--- src/rtl/lvl_irq_pkg.sv ---
package lvl_irq_pkg;

  typedef enum logic [2:0] {
    SEL_EN   = 3'd0,
    SEL_RAW  = 3'd1,
    SEL_MSK  = 3'd2,
    SEL_CLR  = 3'd3,
    SEL_POL  = 3'd4,
    SEL_MODE = 3'd5,
    SEL_NONE = 3'd7
  } reg_sel_e;

  localparam int unsigned WORD_LSB = 2;
  localparam int unsigned SEL_BITS = 3;

  // Word-aligned byte address decode; upper bits must be zero.
  function automatic reg_sel_e decode_addr(input logic [31:0] a);
    reg_sel_e s;
    s = SEL_NONE;
    if (a[WORD_LSB-1:0] == '0 && a[31:WORD_LSB+SEL_BITS] == '0) begin
      case (a[WORD_LSB+SEL_BITS-1:WORD_LSB])
        3'd0: s = SEL_EN;
        3'd1: s = SEL_RAW;
        3'd2: s = SEL_MSK;
        3'd3: s = SEL_CLR;
        3'd4: s = SEL_POL;
        3'd5: s = SEL_MODE;
        default: s = SEL_NONE;
      endcase
    end
    return s;
  endfunction

endpackage

--- src/rtl/lvl_latch_cell.sv ---
// One capture cell: set asynchronously by the active level, released
// at a clock edge by reset or a clear pulse. Set dominates release.
module lvl_latch_cell (
  input  logic clk,
  input  logic rst,
  input  logic act_i,
  input  logic clr_i,
  output logic hold_o
);

  always_ff @(posedge clk or posedge act_i) begin
    if (act_i) begin
      hold_o <= 1'b1;
    end else if (rst || clr_i) begin
      hold_o <= 1'b0;
    end
  end

endmodule

--- src/rtl/lvl_sync.sv ---
// Multi-stage synchronizer into the register clock domain.
module lvl_sync #(
  parameter int unsigned W      = 8,
  parameter int unsigned STAGES = 2
) (
  input  logic         clk,
  input  logic         rst,
  input  logic [W-1:0] d_i,
  output logic [W-1:0] q_o
);

  logic [W-1:0] stage_q [STAGES];

  generate
    for (genvar s = 0; s < STAGES; s++) begin : g_stage
      if (s == 0) begin : g_first
        always_ff @(posedge clk) begin
          if (rst) stage_q[s] <= '0;
          else     stage_q[s] <= d_i;
        end
      end else begin : g_next
        always_ff @(posedge clk) begin
          if (rst) stage_q[s] <= '0;
          else     stage_q[s] <= stage_q[s-1];
        end
      end
    end
  endgenerate

  assign q_o = stage_q[STAGES-1];

endmodule

--- src/rtl/lvl_irq_regs.sv ---
// Register file: configuration, write-one-to-clear pulses and a
// registered read mux.
module lvl_irq_regs
  import lvl_irq_pkg::*;
#(
  parameter int unsigned N_CH = 8,
  parameter int unsigned AW   = 5,
  parameter int unsigned DW   = 32
) (
  input  logic            clk,
  input  logic            rst,
  input  logic            bus_wr,
  input  logic            bus_rd,
  input  logic [AW-1:0]   bus_addr,
  input  logic [DW-1:0]   bus_wdata,
  input  logic [N_CH-1:0] raw_i,
  output logic [N_CH-1:0] en_o,
  output logic [N_CH-1:0] pol_o,
  output logic [N_CH-1:0] mode_o,
  output logic [N_CH-1:0] clr_o,
  output logic [DW-1:0]   bus_rdata
);

  localparam int unsigned PAD = DW - N_CH;

  reg_sel_e        sel;
  logic [31:0]     addr_ext;
  logic [N_CH-1:0] wbits;
  logic [N_CH-1:0] rd_bits;

  assign addr_ext = 32'(bus_addr);
  assign sel      = decode_addr(addr_ext);
  assign wbits    = bus_wdata[N_CH-1:0];

  always_ff @(posedge clk) begin
    if (rst) begin
      en_o   <= '0;
      pol_o  <= '0;
      mode_o <= '0;
      clr_o  <= '0;
    end else begin
      clr_o <= '0;
      if (bus_wr) begin
        case (sel)
          SEL_EN:   en_o   <= wbits;
          SEL_POL:  pol_o  <= wbits;
          SEL_MODE: mode_o <= wbits;
          SEL_CLR:  clr_o  <= wbits;
          default:  ;
        endcase
      end
    end
  end

  always_comb begin
    case (sel)
      SEL_EN:   rd_bits = en_o;
      SEL_RAW:  rd_bits = raw_i;
      SEL_MSK:  rd_bits = raw_i & en_o;
      SEL_POL:  rd_bits = pol_o;
      SEL_MODE: rd_bits = mode_o;
      default:  rd_bits = '0;
    endcase
  end

  always_ff @(posedge clk) begin
    if (rst) begin
      bus_rdata <= '0;
    end else if (bus_rd) begin
      bus_rdata <= {{PAD{1'b0}}, rd_bits};
    end
  end

endmodule

--- src/rtl/lvl_latch_irq_bank.sv ---
module lvl_latch_irq_bank #(
  parameter int unsigned N_CH   = 8,
  parameter int unsigned AW     = 5,
  parameter int unsigned DW     = 32,
  parameter int unsigned STAGES = 2
) (
  input  logic            clk,
  input  logic            rst,
  input  logic [N_CH-1:0] pin_in,
  input  logic            bus_wr,
  input  logic            bus_rd,
  input  logic [AW-1:0]   bus_addr,
  input  logic [DW-1:0]   bus_wdata,
  output logic [DW-1:0]   bus_rdata,
  output logic            irq_out
);

  logic [N_CH-1:0] en_q, pol_q, mode_q, clr_q;
  logic [N_CH-1:0] act_lvl, hold_q, sync_d, raw_q;

  assign act_lvl = pin_in ^ pol_q;

  generate
    for (genvar i = 0; i < N_CH; i++) begin : g_ch
      lvl_latch_cell u_cell (
        .clk    (clk),
        .rst    (rst),
        .act_i  (act_lvl[i]),
        .clr_i  (clr_q[i]),
        .hold_o (hold_q[i])
      );
      assign sync_d[i] = mode_q[i] ? act_lvl[i] : hold_q[i];
    end
  endgenerate

  lvl_sync #(.W(N_CH), .STAGES(STAGES)) u_sync (
    .clk (clk),
    .rst (rst),
    .d_i (sync_d),
    .q_o (raw_q)
  );

  lvl_irq_regs #(.N_CH(N_CH), .AW(AW), .DW(DW)) u_regs (
    .clk       (clk),
    .rst       (rst),
    .bus_wr    (bus_wr),
    .bus_rd    (bus_rd),
    .bus_addr  (bus_addr),
    .bus_wdata (bus_wdata),
    .raw_i     (raw_q),
    .en_o      (en_q),
    .pol_o     (pol_q),
    .mode_o    (mode_q),
    .clr_o     (clr_q),
    .bus_rdata (bus_rdata)
  );

  always_ff @(posedge clk) begin
    if (rst) irq_out <= 1'b0;
    else     irq_out <= |(raw_q & en_q);
  end

endmodule

--- config.mk ---
export PLATFORM = sky130hd
export DESIGN_NAME = lvl_latch_irq_bank
export DESIGN_NICKNAME = d
export VERILOG_FILES = /design/src/rtl/lvl_irq_pkg.sv /design/src/rtl/lvl_latch_cell.sv /design/src/rtl/lvl_sync.sv /design/src/rtl/lvl_irq_regs.sv /design/src/rtl/lvl_latch_irq_bank.sv
export SDC_FILE = /design/constraint.sdc
export NUM_CORES = 1
export LEC_CHECK = 0
export BUFFER_PORTS_ARGS = -buffer_cell sky130_fd_sc_hd__buf_2
export CAP_MARGIN = 20
export CORE_MARGIN = 5
export CORE_UTILIZATION = 46
export CTS_CLUSTER_DIAMETER = 200
export DETAILED_ROUTE_END_ITERATION = 10
export PLACE_DENSITY = 0.85
export RECOVER_POWER = 50
export SLEW_MARGIN = 15
export SYNTH_ARGS = -nofsm -noshare
export SYNTH_HDL_FRONTEND = slang
export SYNTH_SLANG_ARGS = --single-unit
export TNS_END_PERCENT = 1
--- constraint.sdc ---
create_clock -name clk -period 0.8 [get_ports clk]
set_input_delay 0.16 -clock clk [delete_from_list [all_inputs] [get_ports clk]]
set_output_delay 0.16 -clock clk [all_outputs]
set_load 0.05 [all_outputs]
---- Yosys cells after proc, flatten, opt, wreduce, memory -nomap -nowiden ----
Memory sizes are Yosys's and may differ from the RTL's.
Index checks and enable logic that the tools add are counted.
storage, ports and cells
  flip-flop bits (word level) ............. 49
  bits in writable memories ............... 16
  input bits .............................. 49
  output and inout port bits .............. 33
  word-level logic and storage cells ...... 63
  memories kept ........................... 1
cells by class
  eq/ne operators ......................... 10
  mux-type cells .......................... 16
  bitwise operators ....................... 6
  reduce and logical (&&, ||, !) cells .... 16
memories
  memory          words  width  rd ports  clocked after Yosys merged registers in  write ports  RTL line        RTL
  u_sync.stage_q  2      8      2         0                                        2            lvl_sync.sv:12  logic [W-1:0] stage_q [STAGES];
operator list
  cell                                                              count
  8-bit one-hot mux with 5 select lines                             1
  3-bit one-hot mux with 6 select lines                             1
  8-bit two-way mux                                                 2
  3-bit by 2-bit == test with 1-bit output (second input constant)  4
  3-bit == test (second input constant)                             4
  1-bit two-way mux                                                 11
  8-bit bitwise AND                                                 1
  1-bit logical OR                                                  8
  8-bit OR reduction                                                1
  8-bit bitwise XOR                                                 1
  3-bit by 1-bit == test with 1-bit output (second input constant)  2
  3-bit zero test                                                   2
  2-bit AND reduction                                               3
  3-bit two-way mux                                                 1
  3-bit OR reduction                                                1
  2-bit zero test                                                   1
  1-bit inverter                                                    2
  1-bit OR                                                          2

---- Logic depth before layout (Yosys ltp) ----
  word-level depth ........................ 6
  gate-level depth with buffers ........... 6
  depth with buffers taken out ............ 4

---- Cells and area by module ----
A second synthesis with hierarchy kept.
unflattened totals
  cells, all modules ...................... 282
  area total of the unflattened synthesis .. 2971.6 sq um
modules (own cells, without submodules)
  module              times used  cells an instance  area an instance (sq um)  sequential area each (sq um)
  lvl_irq_regs        1           203                1918.1                    800.8
  lvl_sync            1           33                 464.2                     320.3
  lvl_latch_cell      8           3                  42.5                      26.3
  lvl_latch_irq_bank  1           22                 249.0                     20.0

---- Least setup slack after synthesis ----
OpenSTA, ideal clock, no wires.
  path type ............................... flip-flop to flip-flop
  from .................................... reg u_regs.bus_rdata[4] (netlist name)
  to ...................................... reg u_regs.bus_rdata[4]
  library setup time ...................... 0.086 ns
  arrival ................................. 1.079 ns
  required time ........................... 0.714 ns
  slack ................................... -0.365 ns
  cell stages (with the launch flop) ...... 4
  path buffers ............................ 0
  clock period less this slack ............ 1.165 ns
  path through ............................ dfxtp_1 > nand2b_1 > o211a_1 > a221oi_2
RTL lines
  item                  RTL line            RTL
  end signal, assigned  lvl_irq_regs.sv:70  bus_rdata <= {{PAD{1'b0}}, rd_bits};
  end, declared         lvl_irq_regs.sv:21  output logic [DW-1:0] bus_rdata

==> flow_summary.ini <==
[timing]
finalWorstSetupSlack_ns = -0.242
period_needed_ns = 1.04
period_share_pct = 130
finalHoldWorstSlack_ns = -0.128
skew_ns = 0.00454
tns_ns = -7.14
rsz0062_at_grt = yes
final_hold_viol_count = 6
setup_violations = 57
fmax_mhz = 959
drv_slew = 0

[route]
drc_errors = 0
drtIter0Drc = 202
num_vias = 2298
met3RoutedLength_microns = 509
drt-met1-wl_microns = 2990
wl_microns = 7040
avgRoutedWirePerCell_microns = 15.6
dr_wl_met2_microns = 3400
top_layer = met4
dr.pass1.iters = 4
antenna_left = 0
vias_per_cell = 5.10

[power_and_ir_drop]
p_comb_share_pct = 11.1
p_int_mw = 4.86
swShare_pct = 26.6
ir_worst_vdd_uv = 1220
powerDensity_nw_per_um2 = 1740
power_mw = 6.62
power_switching_mw = 1.76
power_leakage_nw = 1.60
power_frac_seq_pct = 49.3
pwr-share-clk_pct = 39.6

[grt]
grt_antenna_before_repair = 0
grt_pass1_wl_microns = 11300
grt_pass1_vias = 2309
grt_max_degree = 23
grt_overflow_total = 0
grt_use_total_pct = 19.0

[flow_run]
drv_cap = 0

[cells_and_area]
fill_cells = 492
areaGrowthSynthToFinish_pct = 33.5
nets = 420
multiInputGateArea_sq_um = 1430
regArea_sq_um = 1380
drive_gt1_share_pct = 41.2
antenna_cells = 0

[die]
io_pins = 82
start_util_pct = 47.6
die-area_sq_um = 7880
num_rows = 28
core-area_sq_um = 5990
fp.dieW_microns = 88.8
die_y_microns = 88.8

[worst_setup_path]
worst_path_max_delay_cell = dfxtp_2
rrSetupSlack_ns = -0.24
crit_family = flip-flops
r2r-end = u_regs.bus_rdata[1]$_SDFFE_PP0P_
cp-end-kind = register
cp_max_fo = 3
worst-r2r-cell-count = 4
cp_num_buf_inv = 0
worstPathArrival_ns = 1.28
path_cells = and3b_1, a311o_1, nand3b_1, a21oi_1
critPathKind = reg -> reg
start_kind = register
slowest_delay_ns = 0.34
reg2reg_from = u_sync.stage_q[1][1]$_SDFF_PP0_
cp.required_ns = 1.04

[logic_synthesis]
syn-mean-instance-area_sq_um = 9.94
ys_warn_count = 0
ys_types = 39
syn_inst = 287
async_flop_share_pct = 12.3
synth_most_common_cell = dfxtp_1
yosysTopAreaCell = dfxtp_1
syn_area_sq_um = 2850
synth_edf_count = 0
synth_seq_area_share_pct = 47.3
ys.flop_type = dfxtp_1
synth.top_cells.by_area = dfxtp_1, mux2i_1, dfstp_2
synth_top_area_share_pct = 40.0
synth.top_cells.by_count = dfxtp_1, nor2_1, mux2i_1, buf_4
synth_seq_cells = 65

[cts]
cts_tree = built
htree_levels = 3
clk_latency_ns = 0.34
clkSlewWorstSetupHoldPaths_ns = 0.07
cts_num_sinks = 65
cts_buffers = 9
clockBufferDepth = 2
clockRootBuffer = clkbuf_8

[placed_design]
numPortBuffers = 33
gp_congestion = 0.862
dp_hpwl_microns = 4910

[status]
violations = negative hold slack, negative setup slack
status = complete, but fails checks

[worst_hold_path]
hold_path.class = in -> async
-- worst max-delay path by stage --
stage                     depth (start not counted)                          endpoint                              from  slack (ns)
after global routing                              4  u_regs.bus_rdata[1]$_SDFFE_PP0P_   u_sync.stage_q[1][1]$_SDFF_PP0_       -0.29
after detailed placement                          6     u_regs.mode_o[7]$_SDFFE_PP0P_                       bus_addr[1]       -0.56
final                                             4  u_regs.bus_rdata[1]$_SDFFE_PP0P_   u_sync.stage_q[1][1]$_SDFF_PP0_       -0.24
after global placement                            6     u_regs.mode_o[7]$_SDFFE_PP0P_                       bus_addr[1]       -0.50
after floorplan                                   3  u_regs.bus_rdata[4]$_SDFFE_PP0P_  u_regs.bus_rdata[4]$_SDFFE_PP0P_       -0.37
after CTS                                         4  u_regs.bus_rdata[1]$_SDFFE_PP0P_   u_sync.stage_q[1][1]$_SDFF_PP0_       -0.26
-- stage by stage --
stage	worst slack [ns]	instances	hold WS (ns)	cell area [sq um]	utilization, %
after floorplan	-0.365	310	0.134	2940	-
after global placement	-0.502	434	0.233	3370	56.2
after detailed placement	-0.563	434	0.236	3370	56.2
after CTS	-0.263	450	-0.141	3710	61.9
after global routing	-0.292	451	-0.127	3810	63.6
final	-0.242	451	-0.128	3810	63.6
-- layer usage --
| layer | GRT usage [%] | up-vias |
|---|---|---|
| met3 | 5.40 | 15 |
| met5 | 0 | - |
| li1 | - | 1105 |
| met2 | 30.4 | 78 |
| met4 | 8.38 | 0 |
| met1 | 23.9 | 1100 |
-- layout make-up --
type	count	share of cell area, %
Multi-Input combinational cell	202	37.4
Timing Repair Buffer	86	18.3
Sequential cell	65	36.1
Clock inverter	4	0.690
Tap cell	75	2.46
Inverter	7	0.690
Clock buffer	12	4.33
-- timing repair --
| action | CTS | global route |
|---|---|---|
| endpoints found under the hold margin | 8 | 8 |
| resized for setup | 55 | 34 |
| pin swaps | 19 | 6 |
| endpoints found under the setup margin | 58 | 63 |
| setup buffers | 0 | 1 |
-- state kept, by name, indices dropped and copies added (netlist names) --
signal / flops
u_sync.stage_q: 16
g_ch.u_cell.hold_o: 8
u_regs.bus_rdata: 8
u_regs.clr_o: 8
u_regs.en_o: 8
u_regs.mode_o: 8
u_regs.pol_o: 8
irq_out: 1
-- power groups by stage --
stage	Clock [mW]	Sequential, mW	Combinational (mW)
2_1_floorplan	0	3.34	0.519
3_3_place_gp	0	3.34	0.674
3_5_place_dp	0	3.34	0.685
4_1_cts	2.66	3.26	0.706
5_1_grt	2.85	3.26	0.779
6_report	2.62	3.27	0.735
-- layout by cell type, fill, tap and decap left out, types with 8 or more instances in the layout --
cell and instances:
buf_4 48, dfxtp_1 38, nor2_1 34, mux2i_1 31, conb_1 24, buf_2 22
dfxtp_2 19, nand2b_1 13, clkbuf_8 12, o21ai_1 9, nor2b_1 8, nand3_1 8
dfstp_2 8, buf_8 8
-- kinds of logic after synthesis --
family | count (synthesis) | share of synthesized area, %
XOR/XNOR | 8 | 2.46
AND/OR/NAND/NOR | 94 | 18.9
AO/OA/AOI/OAI | 43 | 9.95
flip-flops | 65 | 47.3
other | 1 | 0.131
multiplexers | 33 | 11.6
buffers and inverters | 43 | 9.56
Power figures use the tool's default switching activity.
